===== src/rtl/res63_pkg.sv =====
package res63_pkg;

    localparam int unsigned SW = 6;
    localparam logic [SW-1:0] ALL_ONES = {SW{1'b1}};

    typedef logic [SW-1:0] slice_t;

    typedef struct packed {
        logic   vld;
        slice_t va;
        slice_t vb;
    } fin_t;

    // groups of four formed from n vectors; a group of three is zero-filled
    function automatic int unsigned grp_cnt(input int unsigned n);
        int unsigned g;
        g = n / 4;
        if ((n % 4) == 3) g = g + 1;
        return g;
    endfunction

    function automatic int unsigned rem_cnt(input int unsigned n);
        return ((n % 4) == 3) ? 0 : (n % 4);
    endfunction

    function automatic int unsigned next_cnt(input int unsigned n);
        return 2 * grp_cnt(n) + rem_cnt(n);
    endfunction

    function automatic int unsigned cnt_at(input int unsigned n0, input int unsigned lv);
        int unsigned n;
        n = n0;
        for (int unsigned i = 0; i < lv; i++) n = next_cnt(n);
        return n;
    endfunction

    function automatic int unsigned num_lvls(input int unsigned n0);
        int unsigned n;
        int unsigned lv;
        n  = n0;
        lv = 0;
        for (int i = 0; i < 64; i++) begin
            if (n > 2) begin
                n  = next_cnt(n);
                lv = lv + 1;
            end
        end
        return lv;
    endfunction

endpackage


===== src/rtl/res63_csa32.sv =====
module res63_csa32 #(
    parameter int unsigned W = 6
) (
    input  logic [W-1:0] x_i,
    input  logic [W-1:0] y_i,
    input  logic [W-1:0] z_i,
    output logic [W-1:0] sum_o,
    output logic [W-1:0] cy_o
);
    logic [W-1:0] maj;

    assign sum_o = x_i ^ y_i ^ z_i;
    assign maj   = (x_i & y_i) | (x_i & z_i) | (y_i & z_i);
    // carry weight 2^W is congruent to 1: rotate the top carry into bit 0
    assign cy_o  = {maj[W-2:0], maj[W-1]};
endmodule


===== src/rtl/res63_cmp42.sv =====
module res63_cmp42
    import res63_pkg::*;
(
    input  slice_t a_i,
    input  slice_t b_i,
    input  slice_t c_i,
    input  slice_t d_i,
    output slice_t s_o,
    output slice_t c_o
);
    slice_t s1;
    slice_t c1;

    res63_csa32 #(.W(SW)) u_first (
        .x_i  (a_i),
        .y_i  (b_i),
        .z_i  (c_i),
        .sum_o(s1),
        .cy_o (c1)
    );

    res63_csa32 #(.W(SW)) u_second (
        .x_i  (s1),
        .y_i  (c1),
        .z_i  (d_i),
        .sum_o(s_o),
        .cy_o (c_o)
    );
endmodule


===== src/rtl/res63_tree.sv =====
module res63_tree
    import res63_pkg::*;
#(
    parameter int unsigned IN_W = 106
) (
    input  logic [IN_W-1:0] opnd_i,
    output slice_t          vec_a_o,
    output slice_t          vec_b_o
);
    localparam int unsigned NS    = (IN_W + SW - 1) / SW;
    localparam int unsigned PAD_W = NS * SW;
    localparam int unsigned NLEV  = num_lvls(NS);
    localparam int unsigned NLAST = cnt_at(NS, NLEV);

    logic [PAD_W-1:0] padded;
    assign padded = PAD_W'(opnd_i);

    for (genvar l = 0; l <= NLEV; l++) begin : g_lvl
        localparam int unsigned NCUR = cnt_at(NS, l);
        slice_t row [NCUR];

        if (l == 0) begin : g_src
            for (genvar i = 0; i < NS; i++) begin : g_sl
                assign row[i] = padded[i*SW +: SW];
            end
        end else begin : g_cmp
            localparam int unsigned NPREV = cnt_at(NS, l - 1);
            localparam int unsigned NG    = grp_cnt(NPREV);
            localparam int unsigned NR    = rem_cnt(NPREV);
            slice_t os [2*NG];

            for (genvar g = 0; g < NG; g++) begin : g_grp
                slice_t opd [4];
                for (genvar k = 0; k < 4; k++) begin : g_opd
                    if (4*g + k < NPREV) begin : g_take
                        assign opd[k] = g_lvl[l-1].row[4*g+k];
                    end else begin : g_zero
                        assign opd[k] = '0;
                    end
                end
                res63_cmp42 u_cmp (
                    .a_i(opd[0]),
                    .b_i(opd[1]),
                    .c_i(opd[2]),
                    .d_i(opd[3]),
                    .s_o(os[2*g]),
                    .c_o(os[2*g+1])
                );
            end

            for (genvar i = 0; i < 2*NG; i++) begin : g_cp
                assign row[i] = os[i];
            end
            for (genvar r = 0; r < NR; r++) begin : g_pass
                assign row[2*NG+r] = g_lvl[l-1].row[4*NG+r];
            end
        end
    end

    assign vec_a_o = g_lvl[NLEV].row[0];
    if (NLAST > 1) begin : g_two
        assign vec_b_o = g_lvl[NLEV].row[1];
    end else begin : g_one
        assign vec_b_o = '0;
    end
endmodule


===== src/rtl/res63_eac.sv =====
module res63_eac
    import res63_pkg::*;
(
    input  slice_t a_i,
    input  slice_t b_i,
    output slice_t r_o
);
    logic [SW:0] s;
    slice_t      t;

    assign s   = {1'b0, a_i} + {1'b0, b_i};
    assign t   = s[SW-1:0] + {{(SW-1){1'b0}}, s[SW]};
    assign r_o = (t == ALL_ONES) ? '0 : t;
endmodule


===== src/rtl/res63_gen.sv =====
module res63_gen
    import res63_pkg::*;
#(
    parameter int unsigned IN_W = 106,
    parameter bit          PIPE = 1'b1
) (
    input  logic            clk_i,
    input  logic            rst_ni,
    input  logic            in_valid_i,
    input  logic [IN_W-1:0] in_data_i,
    output logic            out_valid_o,
    output logic [5:0]      out_res_o
);
    slice_t tv_a;
    slice_t tv_b;
    fin_t   fin_q;

    res63_tree #(.IN_W(IN_W)) u_tree (
        .opnd_i (in_data_i),
        .vec_a_o(tv_a),
        .vec_b_o(tv_b)
    );

    if (PIPE) begin : g_reg
        fin_t fin_d;

        always_comb begin
            fin_d     = fin_q;
            fin_d.vld = in_valid_i;
            if (in_valid_i) begin
                fin_d.va = tv_a;
                fin_d.vb = tv_b;
            end
        end

        always_ff @(posedge clk_i or negedge rst_ni) begin
            if (!rst_ni) begin
                fin_q <= '0;
            end else begin
                fin_q <= fin_d;
            end
        end
    end else begin : g_comb
        always_comb begin
            fin_q.vld = in_valid_i;
            fin_q.va  = tv_a;
            fin_q.vb  = tv_b;
        end
    end

    res63_eac u_eac (
        .a_i(fin_q.va),
        .b_i(fin_q.vb),
        .r_o(out_res_o)
    );

    assign out_valid_o = fin_q.vld;
endmodule


===== config.mk =====
export PLATFORM = sky130hd
export DESIGN_NAME = res63_gen
export DESIGN_NICKNAME = d
export VERILOG_FILES = /design/src/rtl/res63_pkg.sv /design/src/rtl/res63_csa32.sv /design/src/rtl/res63_cmp42.sv /design/src/rtl/res63_tree.sv /design/src/rtl/res63_eac.sv /design/src/rtl/res63_gen.sv
export SDC_FILE = /design/constraint.sdc
export NUM_CORES = 1
export LEC_CHECK = 0
export ABC_CLOCK_PERIOD_IN_PS = 4200
export BUFFER_PORTS_ARGS = -buffer_cell sky130_fd_sc_hd__buf_2
export CAP_MARGIN = 20
export CORE_MARGIN = 5
export CORE_UTILIZATION = 49
export CTS_CLUSTER_SIZE = 40
export DETAILED_ROUTE_END_ITERATION = 16
export GPL_ROUTABILITY_DRIVEN = 0
export PLACE_DENSITY = 0.79
export SETUP_SLACK_MARGIN = 0.15
export SLEW_MARGIN = 0
export SYNTH_ARGS = -nofsm -noshare
export SYNTH_HDL_FRONTEND = slang
export SYNTH_SLANG_ARGS = --single-unit
export TNS_END_PERCENT = 5

===== constraint.sdc =====
create_clock -name clk_i -period 4.2 [get_ports clk_i]
set_input_delay 0.63 -clock clk_i [delete_from_list [all_inputs] [get_ports clk_i]]
set_output_delay 0.63 -clock clk_i [all_outputs]
set_load 0.1 [all_outputs]

==> metrics.md <==
| Metric | Value |
|---|---|
| Final Cycle Share | 120% |
| Placeable Area | 6390 sq um |
| Final setup viols | 12 |
| Row cnt | 29 |
| Max Root-Sink Buffers | 2 |
| Chip height | around 90 um |
| RR Startpoint | fin_q[7] |
| Slowest Stage Delay on Critical Path | 0.53 ns |
| # IOs | 116 |
| R2R Setup Slk | roughly 3.4 ns |
| HPWL Detailed | ~6400 um |
| Final WL | around 6700 um |
| Most frequent CP cell | fa_1 |
| First-pass GRT wire length | between 10,000 and 15,000 um |
| Fillers | 496 |
| Seq cells post-synth | 13 |
| Overflow after GRT | 0 |
| Vias in the first global route | approximately 2,600 |
| CTS Root Buffer Type | clkbuf_8 |
| Cell count after synthesis | between 200 and 300 |
| Total CTS buffers | 3 |
| Crit. Startpoint | in_data_i[73] |
| CTS tree | built |
| Die width | 91.3 um |
| Clock transition at path regs | 0.06 ns |
| Max Cap Viol | 0 |
| # H-tree levels | 1 |
| Total GRT Usage | approximately 18% |
| Area delta synth->final | 23.5% |
| RR Endpoint | fin_q[7] |
| RSZ-0062 raised after global routing | yes |
| Total iterations of the first detailed-routing run | 4 |
| Slew margin rel. | between 60 and 70% |
| CP endpoint | fin_q[7] |
| Initial Utilization | about half |
| Worst hold-check path type | input port to asynchronous set/reset pin |
| Clock sink count | 13 |
| Slowest cell on the critical path | fa_1 |
| Setup crit end kind | register |
| DR iter-0 viols | 29 |
| Final Hold Viols | 0 |
| Vias | roughly 2,200 |
| Design area | between 3000 and 4000 sq um |
| Post-layout util | 62.6% |
| Fin nets | roughly 620 |
| Final Slew Violations | 0 |
| EDFF count, synth | 0 |
| IO buf count | around 120 |
| Worst slew pin tran | between 0.4 and 0.5 ns |
| WL/cell | around 14 um |
| Async SR Flop Fraction | 100% |
| Largest net degree at the start of global routing | 14 |
| Worst EP arrival | between 5 and 6 ns |
| Worst path cell trace | buf_6 -> fa_1 -> fa_1 -> inv_1 -> fa_1 -> inv_1 -> fa_1 -> inv_2 -> fa_1 -> inv_1 -> fa_1 -> fa_1 -> fa_1 -> mux2_4 |
| Startpoint Class | input port |
| Status | complete, but fails checks |
| Cell area after synthesis | around 3200 sq um |
| Syn nets | approximately 500 |
| Vias/cell | 4.54 |
| Share of cells above drive strength 1 | 33.6% |
| Die area | 8330 sq um |
| Initial antenna violation count | 1 |
| Reg2Reg Depth | 1 |
| Antenna-violating nets left | 0 |
| Crit Path Max Fanout | 1 |
| Post-DP Area | 3900 sq um |
| Register area share after synthesis | 10.1% |
| Clk_lat worst skew | ~0.25 ns |
| Post-Syn Area per Cell | around 11 sq um |
| Setup ws final | -0.859 ns |
| Critical Path RT | 4.33 ns |
| Post-Route Skew | 0 ns |
| Top_reg_cell synth | dfrtp_1 |
| Yosys Warn Count | 0 |
| Unique cell type count in the Yosys netlist | 30 |
| Worst setup path category | input port to register |
| Post-layout min period | 5.06 ns |
| Max Fclk | slightly below 200 MHz |
| Failing checks | negative setup slack |
| DRC Markers | 0 |
[layout make-up]
cell class	instances	area, sq um	share of cell area [%]
sequential	13	325	8.14
inverter	121	454	11.4
timing repair buffer	115	612	15.3
antenna	1	2.50	0.0626
tap	77	96.3	2.41
multi-input combinational	155	2460	61.5
clock buffer	3	41.3	1.03
clock inverter	1	5.00	0.125
[what timing repair did]
item                       4_1_cts  5_1_grt
pin swaps                        2        2
setup endpoints to repair       12       18
gates resized for setup          3       17
setup buffers                    0        0
hold buffers                     0        0
[sequential cells by signal (all words and copies together) (netlist names)]
| register | cells |
|---|---|
| fin_q | 12 |
| out_valid_o | 1 |
[cells in the mapped netlist, drive strengths merged (3+ instances only)]
cell type | n | area (sq um)
inv | 121 | 454
ha | 10 | 125
nor2 | 3 | 11.3
and3 | 3 | 18.8
and2 | 3 | 18.8
dfrtp | 13 | 325
fa | 95 | 1900
a21oi | 4 | 20.0
mux2 | 12 | 135
o21ai | 4 | 20.0
[through the flow]
stage          instances  TNS (ns)  setup slack, ns  hold slack [ns]
2_1_floorplan        290     -9.19           -0.815            0.334
3_3_place_gp         481    -11.63            -1.13            0.499
3_5_place_dp         481    -12.04            -1.16            0.504
4_1_cts              485     -8.95           -0.870            0.275
5_1_grt              486    -10.52           -0.973            0.285
6_report             486     -8.78           -0.859            0.266
[worst max-delay path, delay by kind of cell]
kind	cells	cell delay, ns
fa+ha+maj	8	3.97
buf+inv	5	0.30
mux	1	0.27
[cells by family after synthesis]
kind of cell | after synthesis | synth area share [%]
buffers and inverters | 122 | 14.2
adders and majority gates | 105 | 62.6
and+or+nand+nor | 19 | 4.33
AOI/OAI and AO/OA | 15 | 3.13
DFF | 13 | 10.1
muxes | 12 | 4.18
xor gates and xnor gates | 4 | 1.51
[per-layer routing]
layer | vias to the layer above | share of wire (%) | track usage (%)
met5 | - | 0 | 0
met4 | 0 | 1.7 | 4.16
met3 | 9 | 6.8 | 3.22
met2 | 73 | 54 | 31.4
met1 | 1084 | 38 | 22.4
li1 | 1041 | - | -
[worst min path at each step]
stage                    from   endpoint  slack (ns)  depth (start not counted)
floorplan              rst_ni   fin_q[0]        0.33                          0
global placement    fin_q[11]  fin_q[11]        0.50                          1
detailed placement  fin_q[10]  fin_q[10]        0.50                          1
CTS                    rst_ni   fin_q[6]        0.27                          1
global route           rst_ni   fin_q[0]        0.28                          1
finish                 rst_ni   fin_q[0]        0.27                          1
[cells in the final DEF (no fill, tap or decap), drive strengths merged, types with 2 or more instances in the layout]
cell type,count
a21oi,4
and2,3
and3,3
buf,114
clkbuf,4
dfrtp,13
fa,95
ha,10
inv,121
mux2,12
nand3,2
nor2,3
o2111ai,2
o21ai,4
or2,2
xnor2,2
Power is not shown: default switching activity piles up to over one toggle a cycle in this logic, so the estimate is an artifact.
